<file path="src/rtl/bidir_lfsr_pkg.sv">
package bidir_lfsr_pkg;

  localparam int unsigned MIN_W = 2;
  localparam int unsigned MAX_W = 16;

  // Primitive feedback masks: bit k set means stage k feeds the XOR.
  function automatic logic [31:0] tap_mask(input int unsigned w);
    logic [31:0] m;
    case (w)
      2:       m = 32'h0000_0003;
      3:       m = 32'h0000_0006;
      4:       m = 32'h0000_000C;
      5:       m = 32'h0000_0014;
      6:       m = 32'h0000_0030;
      7:       m = 32'h0000_0060;
      8:       m = 32'h0000_00B8;
      9:       m = 32'h0000_0110;
      10:      m = 32'h0000_0240;
      11:      m = 32'h0000_0500;
      12:      m = 32'h0000_0829;
      13:      m = 32'h0000_100D;
      14:      m = 32'h0000_2015;
      15:      m = 32'h0000_6000;
      16:      m = 32'h0000_D008;
      default: m = 32'h0000_0000;
    endcase
    return m;
  endfunction

endpackage

</file>
<file path="src/rtl/lfsr_fb_net.sv">
module lfsr_fb_net #(
  parameter int unsigned W             = 3,
  parameter bit          ENTER_AT_LSB  = 1'b1
) (
  input  logic [W-1:0] cur,
  output logic         fb
);
  import bidir_lfsr_pkg::*;

  localparam logic [31:0]  MASK_FULL = tap_mask(W);
  localparam logic [W-1:0] TAPS      = MASK_FULL[W-1:0];

  generate
    if (ENTER_AT_LSB) begin : g_toward_msb
      // Downward step: new bit enters at bit 0.
      logic zero_low;
      assign zero_low = ~|cur[W-2:0];
      assign fb       = (^(cur & TAPS)) ^ zero_low;
    end else begin : g_toward_lsb
      // Upward step: recovers the bit a downward step would have dropped.
      logic zero_high;
      assign zero_high = ~|cur[W-1:1];
      assign fb        = cur[0] ^ (^(cur[W-1:1] & TAPS[W-2:0])) ^ zero_high;
    end
  endgenerate

endmodule

</file>
<file path="src/rtl/lfsr_shift_core.sv">
module lfsr_shift_core #(
  parameter int unsigned W = 3
) (
  input  logic [W-1:0] cur,
  input  logic         dir_down,
  input  logic         fb_up,
  input  logic         fb_dn,
  output logic [W-1:0] nxt
);
  localparam int unsigned TOP = W - 1;

  generate
    for (genvar i = 0; i < W; i++) begin : g_stage
      logic from_below;
      logic from_above;
      if (i == 0) begin : g_low_end
        assign from_below = fb_dn;
      end else begin : g_low_mid
        assign from_below = cur[i-1];
      end
      if (i == TOP) begin : g_high_end
        assign from_above = fb_up;
      end else begin : g_high_mid
        assign from_above = cur[i+1];
      end
      assign nxt[i] = dir_down ? from_below : from_above;
    end
  endgenerate

endmodule

</file>
<file path="src/rtl/bidir_lfsr_addr.sv">
module bidir_lfsr_addr #(
  parameter int unsigned W = 3
) (
  input  logic         clk,
  input  logic         rst_n,
  input  logic         step_en,
  input  logic         dir_down,
  input  logic         clear,
  output logic [W-1:0] addr,
  output logic         wrap
);
  logic [W-1:0] state_q;
  logic [W-1:0] stepped;
  logic         fb_up;
  logic         fb_dn;
  logic         wrap_q;

  lfsr_fb_net #(.W(W), .ENTER_AT_LSB(1'b0)) u_fb_up (
    .cur (state_q),
    .fb  (fb_up)
  );

  lfsr_fb_net #(.W(W), .ENTER_AT_LSB(1'b1)) u_fb_dn (
    .cur (state_q),
    .fb  (fb_dn)
  );

  lfsr_shift_core #(.W(W)) u_core (
    .cur      (state_q),
    .dir_down (dir_down),
    .fb_up    (fb_up),
    .fb_dn    (fb_dn),
    .nxt      (stepped)
  );

  always_ff @(posedge clk or negedge rst_n) begin
    if (!rst_n) begin
      state_q <= '0;
      wrap_q  <= 1'b0;
    end else if (clear) begin
      state_q <= '0;
      wrap_q  <= 1'b0;
    end else if (step_en) begin
      state_q <= stepped;
      wrap_q  <= (stepped == '0);
    end else begin
      wrap_q  <= 1'b0;
    end
  end

  assign addr = state_q;
  assign wrap = wrap_q;

endmodule

</file>
<file path="config.mk">
export PLATFORM = sky130hd
export DESIGN_NAME = bidir_lfsr_addr
export DESIGN_NICKNAME = d
export VERILOG_FILES = /design/src/rtl/bidir_lfsr_pkg.sv /design/src/rtl/lfsr_fb_net.sv /design/src/rtl/lfsr_shift_core.sv /design/src/rtl/bidir_lfsr_addr.sv
export SDC_FILE = /design/constraint.sdc
export NUM_CORES = 1
export LEC_CHECK = 0
export BUFFER_PORTS_ARGS = -buffer_cell sky130_fd_sc_hd__clkbuf_2
export CAP_MARGIN = 25
export CELL_PAD_IN_SITES_DETAIL_PLACEMENT = 2
export CELL_PAD_IN_SITES_GLOBAL_PLACEMENT = 2
export CORE_AREA = 10 10 47 49
export DETAILED_ROUTE_END_ITERATION = 6
export DIE_AREA = 0 0 57 59
export GPL_TIMING_DRIVEN = 1
export PLACE_DENSITY_LB_ADDON = 0.25
export SLEW_MARGIN = 20
export SYNTH_ARGS = -nofsm -noshare
export SYNTH_HDL_FRONTEND = slang
export SYNTH_SLANG_ARGS = --single-unit
</file>
<file path="constraint.sdc">
create_clock -name clk -period 1.79 [get_ports clk]
set_input_delay 0.179 -clock clk [delete_from_list [all_inputs] [get_ports clk]]
set_output_delay 0.179 -clock clk [all_outputs]
set_load 0.02 [all_outputs]
</file>
After elaboration in Yosys (flattened, before gate mapping)

Cells that the tools add are included.
Widths: inputs -> output; s select.

Register bits after elaboration: 4

Multiplexer cells: 7
Bitwise logic cells: 3
Reduce and logical (&&, ||, !) cells: 8

Operator list:

| kind              | count |
|---|---|
| $mux 3            | 2 |
| $mux 1            | 5 |
| $reduce_or 2->1   | 2 |
| $logic_not 3->1   | 1 |
| $reduce_xor 3->1  | 1 |
| $xor 1x1->1       | 3 |
| $logic_not 1->1   | 2 |
| $reduce_bool 2->1 | 1 |
| $reduce_xor 2->1  | 1 |

Longest topological paths before layout

Gate-level depths: netlist of run 1.

Depth after elaboration: 7
Mapped depth: 5
Gate-level depth less buffers: 5

Cells and area by module

Synthesis of run 1 repeated with hierarchy kept, for this count alone.

Cell total of the unflattened synthesis: 19
Area total of the unflattened synthesis: 239.0 um^2

By module, submodules not included:

| module          | times used | cells an instance | area an instance (um^2) |
|---|---|---|---|
| bidir_lfsr_addr | 1          | 12                | 160.2 |
| lfsr_fb_net     | 2          | 2                 | 22.5 |
| lfsr_shift_core | 1          | 3                 | 33.8 |

Worst setup path before layout of run 1

Ideal clock, no wire load.

Kind: flip-flop to flip-flop
From: register state_q[1], in the netlist addr[1]
To: register wrap_q, in the netlist wrap
Library setup time: 81 ps
Data arrival time: 1383 ps
Required time: 1709 ps
Path slack: 325 ps
Stages on the path, launching flop included: 6
Buffers on the path: 0
Path through: dfrtp_1 inv_1 ha_1 xor2_1 o32a_1 nor3_2

Longest elaborated chain between the ends: 7
Elaborated cells between the ends (all ways): 12
Those cells by class: mux (4); bitwise (2); reduce/logical (6)

RTL lines:

| what                               | RTL line                             | text |
|---|---|---|
| start: declaration                 | bidir_lfsr_addr.sv:12                | `logic [W-1:0] state_q;` |
| start signal: assignment           | bidir_lfsr_addr.sv:44                | `state_q <= stepped;` |
| $reduce_or 2->1 (on tied branches) | lfsr_fb_net.sv:17, lfsr_fb_net.sv:22 |  |
| $logic_not 1->1 (on tied branches) | lfsr_fb_net.sv:17, lfsr_fb_net.sv:22 |  |
| $xor 1x1->1 (on tied branches)     | lfsr_fb_net.sv:18, lfsr_fb_net.sv:23 |  |
| $mux 1                             | lfsr_shift_core.sv:26                | `assign nxt[i] = dir_down ? from_below : from_above;` |
| $logic_not 3->1 *                  | bidir_lfsr_addr.sv:45                | `wrap_q <= (stepped == '0);` |
| $mux 1 *                           | bidir_lfsr_addr.sv:43                | `end else if (step_en) begin` |
| $mux 1 *                           | bidir_lfsr_addr.sv:40                | `end else if (clear) begin` |
| end signal: assignment             | bidir_lfsr_addr.sv:45                |  |
| end: declaration                   | bidir_lfsr_addr.sv:16                | `logic wrap_q;` |

Mark *: on every way between the ends. The rest lies on a longest branch, timed or not.
A chain may end at the register's enable or synchronous reset.

Worst setup path after layout of run 1

Same ends and word-level chain as after synthesis.

==> metrics.csv, run 1 <==
metric,value,unit
outcome,completed,
regToRegStartpoint,addr[1],
timing.critical_path.cells,inv_1 > ha_1 > xor2_1 > o32a_1 > nor3_2,
synth-simple-area-share,24.6,%
detail-route-antenna-nets,0,
worst_setup_hold_path_clk_slew,0.04,ns
grt_first_pass_wirelength,1.32,mm
die_w,57,um
maximum_buffer_depth_of_the_clock_tree,2,
cp_data_arrival_time,1.68,ns
drc,0,
cts_num_sinks,4,
tightest_slew,0.272,ns
worst_reg2reg_path_length_in_cells,5,
setup_viol,0,
finish.utilization,24.7,%
grt_start_max_net_pins,8,
worst-setup-path-type,reg -> reg,
fin_nets,47,
yosysWarningCount,0,
path_max_fanout,7,
synth_enable_flop_cells,0,
clk_latency,0.24,ns
leakage,0.160,nW
synth.distinct_cells,17,
setup.worst_path.start,addr[1],
timing.clock.skew,0.00242,ns
height_of_the_chip,59,um
grt_pass1_vias,304,
muxShareOfSynthArea,7.88,%
finalWirelength,832,um
syn2layout_area_growth,36.5,%
r2r-end,wrap,
worst_slack,0.271,ns
stdcell_area,347,sq um
power_density,875,mW/mm^2
synth-xor-area-share,3.45,%
first_pass_iters,2,
postSynthCellCount,27,
insertedDiodeCount,0,
tightest_hold_check_type,in -> reg,
grt_setup_unrepaired,false,
finalSetupTns,0,ns
cts.repair.resized,0,
synth_sequential_area_ratio,39.4,%
dr.first_iter.drc_count,1,
vias_cell,4.64,
postSynthNetCount,33,
globalplace.congestion,0.736,
cts-htree-levels,1,
floorplan.initialDensity,18.1,%
layout-drive-gt1-share,30.8,%
ir_worst_vdd,0.367,mV
synthAdderAreaFrac,4.93,%
post-cts-setup-buffer-count,0,
endpoint_type_of_the_worst_setup_path,flop,
root_buffer,sky130_fd_sc_hd__clkbuf_4,
placementRows,14,
worst_setup_path_start_kind,flop,
gr-total-overflow,0,
largest_family_of_logic_cells_by_synthesized_area,simple AND/OR/NAND/NOR gates,
dr_total_vias,255,
place_worst_setup_slack,0.267,ns
syn_avg_cell_area,9.41,sq um
core-area,0.00140,sq mm
top_level_ports,9,
floorplan.die_area,0.00336,sq mm
postSynth.topFlopCell,sky130_fd_sc_hd__dfrtp_1,
ys_async_sr_fraction,100,%
post_route_insts_no_fill,55,
avgRoutedWirePerCell,15.1,um
timing.max_cap.violations,0,
groute.usage.overall,5.67,%
synth_area,254,sq um
slew_headroom,81.8,%
nFillCells,176,
synth_compound_gate_area_share,16.7,%
antenna_violations_before_repair,0,
period_minus_slack,1.52,ns
slowest_stage,sky130_fd_sc_hd__dfrtp_1,
slowest_delay,0.48,ns
end_point_of_the_critical_path,wrap,
timing.hold.ws,0.175,ns
register_bit_total_from_synthesis,4,
design_power_total,0.303,mW
io_buffers,8,
finalMaxSlewViolations,0,
final_clock_period_utilization_by_the_worst_path,84.9,%
worst-endpoint-required,1.95,ns
timing.final.hold_violations,0,
placedCellCount,51,
numCtsBuffers,3,
regToRegSetupSlack,0.27,ns
post-dp-hpwl,678,um
cts_tree,done,
fmaxAchievable,658,MHz
dpl-instance-area,314,sq um
## registers in the layout (all words and copies together) (netlist names)
name,count
addr,3
wrap,1
## cell families after synthesis
logic type / Yosys count
AOI/OAI and AO/OA: 5
xor gates and xnor gates: 1
adders and majority gates: 1
muxes: 2
DFF: 4
buffers and inverters: 2
and+or+nand+nor: 12
## worst max-delay path, delay by kind of cell (launching register included)
kind | cells | cell delay [ns]
DFF | 1 | 0.48
AOI/OAI and AO/OA | 1 | 0.32
adders and majority gates | 1 | 0.22
xor gates and xnor gates | 1 | 0.17
and+or+nand+nor | 1 | 0.16
buffers and inverters | 1 | 0.08
## final cells by class
class	count	area [sq um]	area share, %
Tap cell	16	20.0	5.78
Inverter	2	7.51	2.17
Sequential cell	4	100	28.9
Multi-Input combinational cell	21	146	42.2
Timing Repair Buffer	9	50.0	14.4
Clock buffer	3	22.5	6.50
## how the worst min path moves through the flow
stage / slack, ns / startpoint / endpoint / cells after the start
after floorplan: -0.12 / rst_n / addr[0] / 0
after global placement: -0.01 / rst_n / addr[1] / 1
after detailed placement: -0.009 / rst_n / addr[1] / 1
after CTS: 0.17 / clear / addr[1] / 2
after global routing: 0.18 / clear / addr[1] / 2
final: 0.17 / clear / addr[1] / 2
## placed cells by master, fill, tap and decap left out
| cell type | instances |
|---|---|
| sky130_fd_sc_hd__o2bb2ai_1 | 1 |
| sky130_fd_sc_hd__clkbuf_4 | 3 |
| sky130_fd_sc_hd__dfrtp_1 | 4 |
| sky130_fd_sc_hd__nand4_1 | 1 |
| sky130_fd_sc_hd__mux2i_1 | 2 |
| sky130_fd_sc_hd__nor2_1 | 3 |
| sky130_fd_sc_hd__o32a_1 | 1 |
| sky130_fd_sc_hd__nand3_1 | 1 |
| sky130_fd_sc_hd__a211oi_1 | 1 |
| sky130_fd_sc_hd__nor3_2 | 1 |
| sky130_fd_sc_hd__ha_1 | 1 |
| sky130_fd_sc_hd__clkbuf_2 | 8 |
| sky130_fd_sc_hd__nand2b_1 | 1 |
| sky130_fd_sc_hd__o221ai_1 | 1 |
| sky130_fd_sc_hd__nor2b_1 | 2 |
| sky130_fd_sc_hd__nand2_1 | 3 |
| sky130_fd_sc_hd__dlygate4sd3_1 | 1 |
| sky130_fd_sc_hd__o21a_1 | 1 |
| sky130_fd_sc_hd__xor2_1 | 1 |
| sky130_fd_sc_hd__inv_1 | 2 |
## layer usage
layer / wire length (um) / global-route usage [%] / share of wire [%]
met1: 352 / 5.01 / 42
met2: 345 / 7.44 / 41
met3: 83 / 3.65 / 10
met4: 51 / 8.05 / 6.1
met5: 0 / 0 / 0
## cell usage after synthesis (2+ instances only)
master,n,share of area [%]
sky130_fd_sc_hd__dfrtp_1,4,39
sky130_fd_sc_hd__inv_1,2,3.0
sky130_fd_sc_hd__mux2i_1,2,7.9
sky130_fd_sc_hd__nand2_1,3,4.4
sky130_fd_sc_hd__nor2_1,3,4.4
sky130_fd_sc_hd__nor2b_1,2,4.9
## repair_timing
action	CTS	global route
setup endpoints to repair	0	0
endpoints found under the hold margin	4	0
hold buffers	1	0
## where the power goes
part,internal [mW],switching [mW]
Clock,0.0750,0.0380
Combinational,0.0332,0.0469
Sequential,0.0985,0.0117
Total,0.207,0.0966
(Power assumes the default switching activity.)
==> run 2: changes to the inputs <==
Clock period 1.79 ns to 1.3 ns, I/O delays scaled along.
==> run 2 against run 1 <==
Power is 61% higher. Core utilization is 5.2 points higher. Sequential share of layout area is 4.4 points lower. Clock power increased by 50%. Largest power group is now combinational cells. Worst setup slack worse by 0.23 ns.
==> metrics.csv, run 2 (same netlist as run 1, synthesis figures left out) <==
metric,value,unit
worst-endpoint-required,1.46,ns
dr_total_vias,273,
tightest_slew,0.203,ns
cts_tree,done,
largest_register_ffs,3,
grt_setup_unrepaired,true,
antenna_violations_before_repair,0,
nFillCells,167,
avgRoutedWirePerCell,13.5,um
layout-drive-gt1-share,52.3,%
most_common_library_cell_in_the_layout_ignoring_fill_and_taps,sky130_fd_sc_hd__clkbuf_2,
timing.hold.ws,0.118,ns
cts_num_sinks,4,
period_minus_slack,1.26,ns
timing.final.hold_violations,0,
maximum_buffer_depth_of_the_clock_tree,2,
placementRows,14,
root_buffer,sky130_fd_sc_hd__clkbuf_4,
finalMaxSlewViolations,0,
leakage,0.185,nW
final_clock_period_utilization_by_the_worst_path,96.9,%
height_of_the_chip,59,um
clk_latency,0.24,ns
worst-setup-path-type,reg -> reg,
cts-htree-levels,1,
numCtsBuffers,3,
grt_first_pass_wirelength,1.52,mm
timing.clock.skew,0.00354,ns
core-area,0.00140,sq mm
insertedDiodeCount,0,
cp_data_arrival_time,1.42,ns
detail-route-antenna-nets,0,
floorplan.initialDensity,18.1,%
dr.first_iter.drc_count,3,
post-dp-hpwl,710,um
fmaxAchievable,794,MHz
design_power_total,0.489,mW
globalplace.congestion,0.778,
io_buffers,8,
area.sequential,103,sq um
floorplan.die_area,0.00336,sq mm
syn2layout_area_growth,65.0,%
worst_setup_path_start_kind,flop,
timing.max_cap.violations,0,
first_pass_iters,2,
drc,0,
fin_nets,51,
ir_worst_vdd,0.547,mV
endpoint_type_of_the_worst_setup_path,flop,
power_density,1170,mW/mm^2
groute.usage.overall,5.89,%
tightest_hold_check_type,in -> reg,
path_max_fanout,3,
top_level_ports,9,
grt_start_max_net_pins,8,
finalWirelength,810,um
mostFrequentLayoutCells,"8 x sky130_fd_sc_hd__clkbuf_2, 4 x sky130_fd_sc_hd__buf_4, 3 x sky130_fd_sc_hd__nand2_1, 3 x sky130_fd_sc_hd__nor2_1, 3 x sky130_fd_sc_hd__clkbuf_4",
grt_pass1_vias,343,
worst_setup_hold_path_clk_slew,0.04,ns
outcome,completed,
die_w,57,um
multi_input_area,180,sq um
slew_headroom,86.4,%
vias_cell,4.55,
setup_viol,0,
gr-total-overflow,0,
==> run 2: per-layer routing <==
metal  global-route usage [%]  up-vias  wire (um)
met5                        0        -          0
met4                     3.02        0          0
met3                     4.51        0         88
met2                     9.77       10        405
met1                     5.14      133        315
li1                         -      130          -
==> run 2: path summary, 6_finish.rpt <==
| check | start | end | slack, ns | depth (start not counted) |
|---|---|---|---|---|
| worst max-delay path | addr[2] | wrap | 0.04 | 5 |
| worst min-delay path | clear | addr[1] | 0.12 | 2 |
| worst max register to register | addr[2] | wrap | 0.04 | 5 |
| worst min register to register | addr[1] | wrap | 0.58 | 2 |
| max in group asynchronous | rst_n | addr[1] | 0.93 | 2 |
| min in group asynchronous | rst_n | addr[2] | 0.23 | 2 |
==> run 2: report_power, final <==
group	internal [mW]	leakage (nW)	total (mW)	switching, mW
Clock	0.115	0.0150	0.170	0.0544
Sequential	0.137	0.0510	0.148	0.0112
Combinational	0.0848	0.119	0.172	0.0870
==> run 2: repair_timing <==
action / CTS / global route
hold buffers: 1 / 0
buffers inserted: 0 / 1
endpoints found under the setup margin: 1 / 2
pin swaps: 1 / 0
hold endpoints to repair: 4 / 0
resized for setup: 0 / 3
==> run 2: final cells by class <==
| type | count | area share, % |
|---|---|---|
| Sequential cell | 4 | 24.5 |
| Inverter | 2 | 2.39 |
| Multi-Input combinational cell | 21 | 43.0 |
| Tap cell | 16 | 4.78 |
| Clock buffer | 4 | 6.27 |
| Timing Repair Buffer | 13 | 19.1 |
==> run 2: critical path: stages (launching register included) <==
cell and delay (ns):
sky130_fd_sc_hd__dfrtp_2 0.38, sky130_fd_sc_hd__inv_4 0.05, sky130_fd_sc_hd__ha_4 0.16, sky130_fd_sc_hd__xor2_4 0.15
sky130_fd_sc_hd__o32a_1 0.34, sky130_fd_sc_hd__nor3_2 0.10
==> run 2: through the flow <==
stage	std cells	area, sq um	setup WS [ns]	TNS, ns	util (%)
after CTS	59	395	0.0129	0	28.2
after global routing	60	419	-0.0314	-0.0329	29.9
after floorplan	27	277	-0.0413	-0.0413	-
after detailed placement	54	359	0.0144	0	25.6
final	60	419	0.0401	0	29.9
after global placement	54	359	0.0576	0	25.6
